<file path="src/rtl/fifo_bm_pkg.sv">
package fifo_bm_pkg;

  localparam int WORD_W = 40;

  typedef struct packed {
    logic       wrTake;
    logic       wrLast;
    logic [1:0] wrLane;
    logic [1:0] wrMode;
    logic       rdTake;
    logic [1:0] rdLane;
    logic [1:0] rdMode;
    logic       fwft;
    logic       clrAll;
  } strobe_t;

  function automatic int laneWidth(logic [1:0] m);
    case (m)
      2'd1:    return 20;
      2'd2:    return 10;
      default: return WORD_W;
    endcase
  endfunction

  function automatic logic [1:0] lastLane(logic [1:0] m);
    case (m)
      2'd1:    return 2'd1;
      2'd2:    return 2'd3;
      default: return 2'd0;
    endcase
  endfunction

  function automatic logic legalPair(logic [1:0] w, logic [1:0] r);
    return (w == 2'd0 && r != 2'd3) || (r == 2'd0 && (w == 2'd1 || w == 2'd2));
  endfunction

  function automatic logic [7:0] defOffset(logic [1:0] sel);
    case (sel)
      2'd0:    return 8'd7;
      2'd1:    return 8'd31;
      2'd2:    return 8'd63;
      default: return 8'd127;
    endcase
  endfunction

  // place a narrow lane of d into word at the given lane index
  function automatic logic [WORD_W-1:0] insertLane(logic [WORD_W-1:0] word,
      logic [WORD_W-1:0] d, logic [1:0] m, logic [1:0] lane);
    logic [WORD_W-1:0] r;
    int sw;
    int base;
    r    = word;
    sw   = laneWidth(m);
    base = int'(lane) * sw;
    for (int b = 0; b < WORD_W; b++)
      if (b >= base && b < base + sw) r[b] = d[6'(b - base)];
    return r;
  endfunction

  // pull one lane out of word, zero-extended
  function automatic logic [WORD_W-1:0] extractLane(logic [WORD_W-1:0] word,
      logic [1:0] m, logic [1:0] lane);
    logic [WORD_W-1:0] r;
    int sw;
    int base;
    r    = '0;
    sw   = laneWidth(m);
    base = int'(lane) * sw;
    for (int b = 0; b < WORD_W; b++)
      if (b < sw) r[b] = word[6'(base + b)];
    return r;
  endfunction

endpackage

</file>
<file path="src/rtl/fifo_bm_ctrl.sv">
module fifo_bm_ctrl
  import fifo_bm_pkg::*;
#(
  parameter int DEPTH = 64,
  parameter int OFFW  = 8
) (
  input  logic                     clk,
  input  logic                     mrst,
  input  logic                     prst,
  input  logic [1:0]               cfgWrWidth,
  input  logic [1:0]               cfgRdWidth,
  input  logic                     cfgFwft,
  input  logic [1:0]               cfgAeSel,
  input  logic [1:0]               cfgAfSel,
  input  logic                     ldAe,
  input  logic                     ldAf,
  input  logic [OFFW-1:0]          ldVal,
  input  logic                     wcs,
  input  logic                     wen,
  input  logic                     rcs,
  input  logic                     ren,
  input  logic                     mark,
  input  logic                     retx,
  output strobe_t                  st,
  output logic [$clog2(DEPTH)-1:0] wrAddr,
  output logic [$clog2(DEPTH)-1:0] rdAddr,
  output logic                     flagEmpty,
  output logic                     flagFull,
  output logic                     outReady,
  output logic                     inReady,
  output logic                     almostEmpty,
  output logic                     almostFull,
  output logic                     cfgErr
);

  localparam int AW = $clog2(DEPTH);
  localparam int PW = AW + 1;
  localparam logic [PW-1:0] DEPTHP = PW'(DEPTH);

  logic [1:0]      wrModeQ, rdModeQ;
  logic            fwftQ;
  logic [OFFW-1:0] aeOff, afOff;
  logic [PW-1:0]   wrPtr, rdPtr, markPtr;
  logic [1:0]      wrLane, rdLane;
  logic            markActive;

  logic [PW-1:0] usedRd, usedWr, freeWr;
  logic isEmpty, isFull, wrLast, rdLast, wrOk, rdOk, doRetx;

  always_comb begin
    usedRd  = wrPtr - rdPtr;
    usedWr  = wrPtr - (markActive ? markPtr : rdPtr);
    freeWr  = DEPTHP - usedWr;
    isEmpty = (usedRd == '0);
    isFull  = (usedWr == DEPTHP);
    cfgErr  = !legalPair(wrModeQ, rdModeQ);
    wrLast  = (wrLane == lastLane(wrModeQ));
    rdLast  = (rdLane == lastLane(rdModeQ));
    wrOk    = wcs && wen && !isFull && !cfgErr && !prst;
    doRetx  = retx && markActive && !cfgErr && !prst;
    rdOk    = rcs && ren && !isEmpty && !cfgErr && !prst && !doRetx;
  end

  // configuration and thresholds
  always_ff @(posedge clk) begin
    if (mrst) begin
      wrModeQ <= cfgWrWidth;
      rdModeQ <= cfgRdWidth;
      fwftQ   <= cfgFwft;
      aeOff   <= OFFW'(defOffset(cfgAeSel));
      afOff   <= OFFW'(defOffset(cfgAfSel));
    end else if (!prst) begin
      if (ldAe) aeOff <= ldVal;
      if (ldAf) afOff <= ldVal;
    end
  end

  // pointers, lanes and mark
  always_ff @(posedge clk) begin
    if (mrst || prst) begin
      wrPtr      <= '0;
      rdPtr      <= '0;
      markPtr    <= '0;
      wrLane     <= '0;
      rdLane     <= '0;
      markActive <= 1'b0;
    end else begin
      if (wrOk) begin
        if (wrLast) begin
          wrPtr  <= wrPtr + PW'(1);
          wrLane <= '0;
        end else begin
          wrLane <= wrLane + 2'd1;
        end
      end
      if (doRetx) begin
        rdPtr  <= markPtr;
        rdLane <= '0;
      end else if (rdOk) begin
        if (rdLast) begin
          rdPtr  <= rdPtr + PW'(1);
          rdLane <= '0;
        end else begin
          rdLane <= rdLane + 2'd1;
        end
      end
      if (!mark) begin
        markActive <= 1'b0;
      end else if (!markActive) begin
        markActive <= 1'b1;
        markPtr    <= rdPtr;
      end
    end
  end

  always_comb begin
    st.wrTake = wrOk;
    st.wrLast = wrLast;
    st.wrLane = wrLane;
    st.wrMode = wrModeQ;
    st.rdTake = rdOk;
    st.rdLane = rdLane;
    st.rdMode = rdModeQ;
    st.fwft   = fwftQ;
    st.clrAll = mrst || prst;
    wrAddr    = wrPtr[AW-1:0];
    rdAddr    = rdPtr[AW-1:0];
    flagEmpty   = !fwftQ && isEmpty;
    flagFull    = !fwftQ && isFull;
    outReady    = fwftQ && !isEmpty;
    inReady     = fwftQ && !isFull;
    almostEmpty = (32'(usedRd) <= 32'(aeOff));
    almostFull  = (32'(freeWr) <= 32'(afOff));
  end

  // an illegal pairing freezes both pointers
  p_cfg_block_r1: assert property (@(posedge clk) disable iff (mrst)
    cfgErr |=> $stable(wrPtr) && $stable(rdPtr));

  // no read progress while empty
  p_no_underflow_r4: assert property (@(posedge clk) disable iff (mrst)
    isEmpty && !prst && !doRetx |=> rdPtr == $past(rdPtr));

  // the write pointer holds while full
  p_full_hold_r6: assert property (@(posedge clk) disable iff (mrst)
    isFull && !prst |=> wrPtr == $past(wrPtr));

  // a rewind lands on the recorded word
  p_retx_rewind_r8: assert property (@(posedge clk) disable iff (mrst)
    doRetx |=> rdPtr == $past(markPtr) && rdLane == 2'd0);

  // the live span never exceeds the storage
  p_no_overrun_r9: assert property (@(posedge clk) disable iff (mrst)
    usedWr <= DEPTHP);

  // a partial reset keeps both thresholds
  p_prst_keep_r12: assert property (@(posedge clk) disable iff (mrst)
    prst |=> aeOff == $past(aeOff) && afOff == $past(afOff));

endmodule

</file>
<file path="src/rtl/fifo_bm_data.sv">
module fifo_bm_data
  import fifo_bm_pkg::*;
#(
  parameter int DEPTH = 64
) (
  input  logic                     clk,
  input  strobe_t                  st,
  input  logic [$clog2(DEPTH)-1:0] wrAddr,
  input  logic [$clog2(DEPTH)-1:0] rdAddr,
  input  logic [WORD_W-1:0]        din,
  output logic [WORD_W-1:0]        dout
);

  logic [WORD_W-1:0] mem [DEPTH];
  logic [WORD_W-1:0] packQ, merged, headLane, doutQ;

  always_comb begin
    merged   = insertLane(packQ, din, st.wrMode, st.wrLane);
    headLane = extractLane(mem[rdAddr], st.rdMode, st.rdLane);
    dout     = st.fwft ? headLane : doutQ;
  end

  // packing register: partial storage word under construction
  always_ff @(posedge clk) begin
    if (st.clrAll)
      packQ <= '0;
    else if (st.wrTake)
      packQ <= st.wrLast ? '0 : merged;
  end

  always_ff @(posedge clk) begin
    if (st.wrTake && st.wrLast) mem[wrAddr] <= merged;
  end

  // standard-mode output register
  always_ff @(posedge clk) begin
    if (st.clrAll)
      doutQ <= '0;
    else if (st.rdTake && !st.fwft)
      doutQ <= headLane;
  end

endmodule

</file>
<file path="src/rtl/bus_match_fifo.sv">
module bus_match_fifo
  import fifo_bm_pkg::*;
#(
  parameter int DEPTH = 64,
  parameter int OFFW  = 8
) (
  input  logic            clk,
  input  logic            mrst,
  input  logic            prst,
  input  logic [1:0]      cfgWrWidth,
  input  logic [1:0]      cfgRdWidth,
  input  logic            cfgFwft,
  input  logic [1:0]      cfgAeSel,
  input  logic [1:0]      cfgAfSel,
  input  logic            ldAe,
  input  logic            ldAf,
  input  logic [OFFW-1:0] ldVal,
  input  logic            wcs,
  input  logic            wen,
  input  logic [39:0]     din,
  input  logic            rcs,
  input  logic            ren,
  output logic [39:0]     dout,
  input  logic            mark,
  input  logic            retx,
  output logic            flagEmpty,
  output logic            flagFull,
  output logic            outReady,
  output logic            inReady,
  output logic            almostEmpty,
  output logic            almostFull,
  output logic            cfgErr
);

  localparam int AW = $clog2(DEPTH);

  strobe_t       st;
  logic [AW-1:0] wrAddr, rdAddr;

  fifo_bm_ctrl #(.DEPTH(DEPTH), .OFFW(OFFW)) i_ctrl (
    .clk(clk), .mrst(mrst), .prst(prst),
    .cfgWrWidth(cfgWrWidth), .cfgRdWidth(cfgRdWidth), .cfgFwft(cfgFwft),
    .cfgAeSel(cfgAeSel), .cfgAfSel(cfgAfSel),
    .ldAe(ldAe), .ldAf(ldAf), .ldVal(ldVal),
    .wcs(wcs), .wen(wen), .rcs(rcs), .ren(ren),
    .mark(mark), .retx(retx),
    .st(st), .wrAddr(wrAddr), .rdAddr(rdAddr),
    .flagEmpty(flagEmpty), .flagFull(flagFull),
    .outReady(outReady), .inReady(inReady),
    .almostEmpty(almostEmpty), .almostFull(almostFull),
    .cfgErr(cfgErr)
  );

  fifo_bm_data #(.DEPTH(DEPTH)) i_data (
    .clk(clk), .st(st), .wrAddr(wrAddr), .rdAddr(rdAddr),
    .din(din), .dout(dout)
  );

endmodule

</file>
<file path="config.mk">
export PLATFORM = sky130hd
export DESIGN_NAME = bus_match_fifo
export DESIGN_NICKNAME = d
export VERILOG_FILES = /design/src/rtl/fifo_bm_pkg.sv /design/src/rtl/fifo_bm_ctrl.sv /design/src/rtl/fifo_bm_data.sv /design/src/rtl/bus_match_fifo.sv
export SDC_FILE = /design/constraint.sdc
export NUM_CORES = 2
export LEC_CHECK = 0
export BUFFER_PORTS_ARGS = -buffer_cell sky130_fd_sc_hd__buf_4
export CAP_MARGIN = 15
export CORE_MARGIN = 5
export CORE_UTILIZATION = 30
export DETAILED_ROUTE_END_ITERATION = 16
export HOLD_SLACK_MARGIN = 0.02
export PLACE_DENSITY = 0.55
export SLEW_MARGIN = 15
export SYNTH_ARGS = -nofsm -noshare
export SYNTH_HDL_FRONTEND = slang
export SYNTH_SLANG_ARGS = --single-unit
</file>
<file path="constraint.sdc">
create_clock -name clk -period 7.1 [get_ports clk]
set_input_delay 1.42 -clock clk [delete_from_list [all_inputs] [get_ports clk]]
set_output_delay 1.42 -clock clk [all_outputs]
set_load 0.02 [all_outputs]
</file>
==> impl_metrics.toml <==
[worst_setup_path]
cpLargestDelayFamily = "simple AND/OR/NAND/NOR gates"
path_cells = "buf_12 -> nor2_2 -> buf_4 -> a22oi_1 -> nand3_1 -> nand4_1 -> nor3_1 -> a21oi_1 -> mux2i_1 -> nor3_1 -> a311oi_1 -> o2bb2ai_1 -> buf_4"
crit_slowest_cell = "mux2i_1"
startpoint_type = "flop"
path_depth = 13
crit_fanout = 23
crit_arrival_ns = 5.65
cp.required_ns = 5.68
reg2regPathDepth = 12
cp-end-kind = "output port"
critPathKind = "reg -> out"
crit_buf_inv = 3
cpPeakStageDelay_ns = 0.64

[die]
die_h_um = 625
ios = 115
core_mm2 = 0.376
floorplan.initialDensity_pct = 30.2
die_w_um = 625
dieArea_mm2 = 0.391
rows = 225

[cells_and_area]
regArea_mm2 = 0.0798
fillers = 35405
drive_gt1_share_pct = 23.0
nNetsFinal = 7092
multi_input_area_mm2 = 0.0320
areaGrowthSynthToFinish_pct = 16.6

[pwr]
clkPwrFrac_pct = 43.1
p_switching_uw = 7270
power_leakage_uw = 0.0414
power_density_mw_per_mm2 = 255
seqPwrFrac_pct = 52.8
peakVddDrop_mv = 0.215
power_frac_comb_pct = 4.0
intPower_uw = 26400
power_uw = 33700
switching_share_pct = 21.6

[sta]
rsz0062_at_grt = "false"
relSlewSlack_pct = 17.7
slew_violations = 0
fmax_ghz = 0.141
worstMarginPinSlew_ns = 1.23
hold_violations = 0
min_period_ns = 7.07
finalSetupViolations = 0
fin_worst_skew_ns = 0.0485
final.setup.tns_ns = 0
finalCritPeriodShare_pct = 99.6

[clocking]
htree_levels = 5
cts_num_sinks = 2693
worstSkewPairLatency_ns = 0.86
hold_buffers = 0
clockBufferDepth = 4
clk_pin_slew_ns = 0.06
numCtsBuffers = 296
cts-root-buf = "clkbuf_16"
cts_tree = "done"

[routing]
via_per_inst = 5.57
met2_length_mm = 179
dr_total_vias = 67714
drc = 0
wl_met1_mm = 157
wl_mm = 388
drt-initial-drc-count = 8628
met3_length_mm = 34.4
dr.max_layer_used = "met5"
detail-route-antenna-nets = 0
wl_per_cell_um = 31.9
dr.pass1.iters = 6

[placement]
gp_congestion = 0.897
port_buffers = 114
dp_hpwl_mm = 241

[logic_synthesis]
synth_top_cell_area_share_pct = 68.3
synthFlopType = "edfxtp_1"
synth_warnings = 0
avgSynthCellArea_um2 = 17.5
seq_area_frac_synth_pct = 70.3
yosysUniqueCellTypes = 101
synth_most_common_cell = "edfxtp_1"
yosys.area.top_type = "edfxtp_1"
yosys-top-cells-count = "2,581 x edfxtp_1, 551 x mux2i_1, 475 x mux4_2"
postSynthNetCount = 6627
synth_area_mm2 = 0.113
synthTopCellsByArea = "edfxtp_1 68%, mux4_2 9.4%, mux2i_1 4.9%"
synth-seq-cells = 2693
async_flop_share_pct = 0
synth_edf_count = 2581
syn_inst = 6470

[grt]
grt_pass1_wl_mm = 537
grtUsageTotal_pct = 19.3
grt_pass1_vias = 66661
grt_max_degree = 96
grt_antenna_before_repair = 9
grt_overflow_total = 0

[status]
status = "complete, no violations"

[min_path]
hp-class = "reg -> reg"
min_path_cells = 2

[flow_run]
maxCapViolations = 0
state kept, by name (all words and copies together) (netlist names), 2 cells and up, named ones only:
register / cells
i_ctrl.wrPtr: 7
i_data.doutQ: 40
i_ctrl.wrLane: 2
i_ctrl.rdModeQ: 2
i_ctrl.rdPtr: 7
i_ctrl.aeOff: 8
i_data.mem: 2560
i_data.packQ: 40
i_ctrl.markPtr: 7
i_ctrl.rdLane: 2
i_ctrl.afOff: 8
i_ctrl.wrModeQ: 2
metrics by stage:
step	worst slack [ns]	area, um2	hold slack [ns]	instances	util, %
2_1_floorplan	0.339	113000	0.426	6470	-
3_3_place_gp	0.503	123000	0.439	11611	32.7
3_5_place_dp	0.549	123000	0.445	11612	32.7
4_1_cts	0.0259	132000	0.454	12138	35.1
5_1_grt	0.00253	132000	0.473	12149	35.2
6_report	0.0301	132000	0.451	12155	35.2
final timing paths:
kind | from | endpoint | slack (ns)
worst max register to register | i_ctrl.markActive$_SDFF_PP0_ | i_data.mem[21][34]$_DFFE_PP_ | 0.98
worst max-delay path | flop | dout[18] | 0.03
worst min-delay path | i_data.doutQ[33]$_SDFFE_PP0P_ | i_data.doutQ[33]$_SDFFE_PP0P_ | 0.45
worst min register to register | i_data.doutQ[33]$_SDFFE_PP0P_ | i_data.doutQ[33]$_SDFFE_PP0P_ | 0.45
timing repair:
item,CTS,global route
pin swaps,1,2
buffers inserted,9,9
endpoints found under the setup margin,28,19
resized for setup,12,10
layer usage:
| layer | vias up | global-route usage (%) |
|---|---|---|
| li1 | 27356 | - |
| met1 | 36180 | 26.3 |
| met2 | 3457 | 30.6 |
| met3 | 719 | 3.63 |
| met4 | 2 | 7.47 |
| met5 | - | 0 |
cell families (layout without fill, tap and decap cells):
kind of cell	Yosys count	count (layout)	share of synthesized area, %
adders and majority gates	89	89	1.01
DFF	2693	2693	70.3
xor gates and xnor gates	96	96	0.748
other	0	7	0
and+or+nand+nor	1087	1087	4.63
buffers and inverters	450	1134	2.32
AOI/OAI and AO/OA	947	947	5.80
muxes	1108	1108	15.2
cell usage in the layout (no fill, tap or decap), types with 67 or more instances in the layout:
cell type,n
buf_4,456
a21oi_1,138
nor2_1,209
buf_12,73
nand3_1,127
mux4_2,475
ha_1,82
mux2i_1,549
mux2_2,69
clkbuf_1,73
dfxtp_1,106
clkbuf_16,303
edfxtp_1,2581
inv_1,67
a22oi_1,169
o21ai_0,120
xnor2_1,67
nor3_1,87
o22ai_1,121
nand2_1,286
worst register-to-register path, stage by stage (launching register included):
cell,delay [ns]
dfxtp_1,0.64
mux2i_1,0.56
ha_1,0.33
nor2b_1,0.12
o21ai_0,0.22
a21oi_1,0.12
o21ai_0,0.20
a21boi_0,0.15
o211ai_1,0.51
nand3_1,0.46
or4_1,0.99
nor2_4,1.02
buf_12,0.41
cell type report:
class | count | share of cell area (%)
diodes | 7 | 0.0132
flip-flops and latches | 2693 | 60.3
multi-input cells | 3327 | 24.2
clock buffers | 376 | 5.94
repair buffers | 537 | 3.77
well taps | 4994 | 4.72
inverters | 80 | 0.227
clock inverters | 141 | 0.827
power by group through the flow:
stage	combinational [uW]	sequential, uW	clock [uW]
after floorplan	660	18200	0
after global placement	1290	18100	0
after global routing	1450	17800	15400
final	1360	17800	14500
after CTS	1350	17800	14700
after detailed placement	1340	18200	0
No activity file was read; power rests on OpenSTA's default activity.
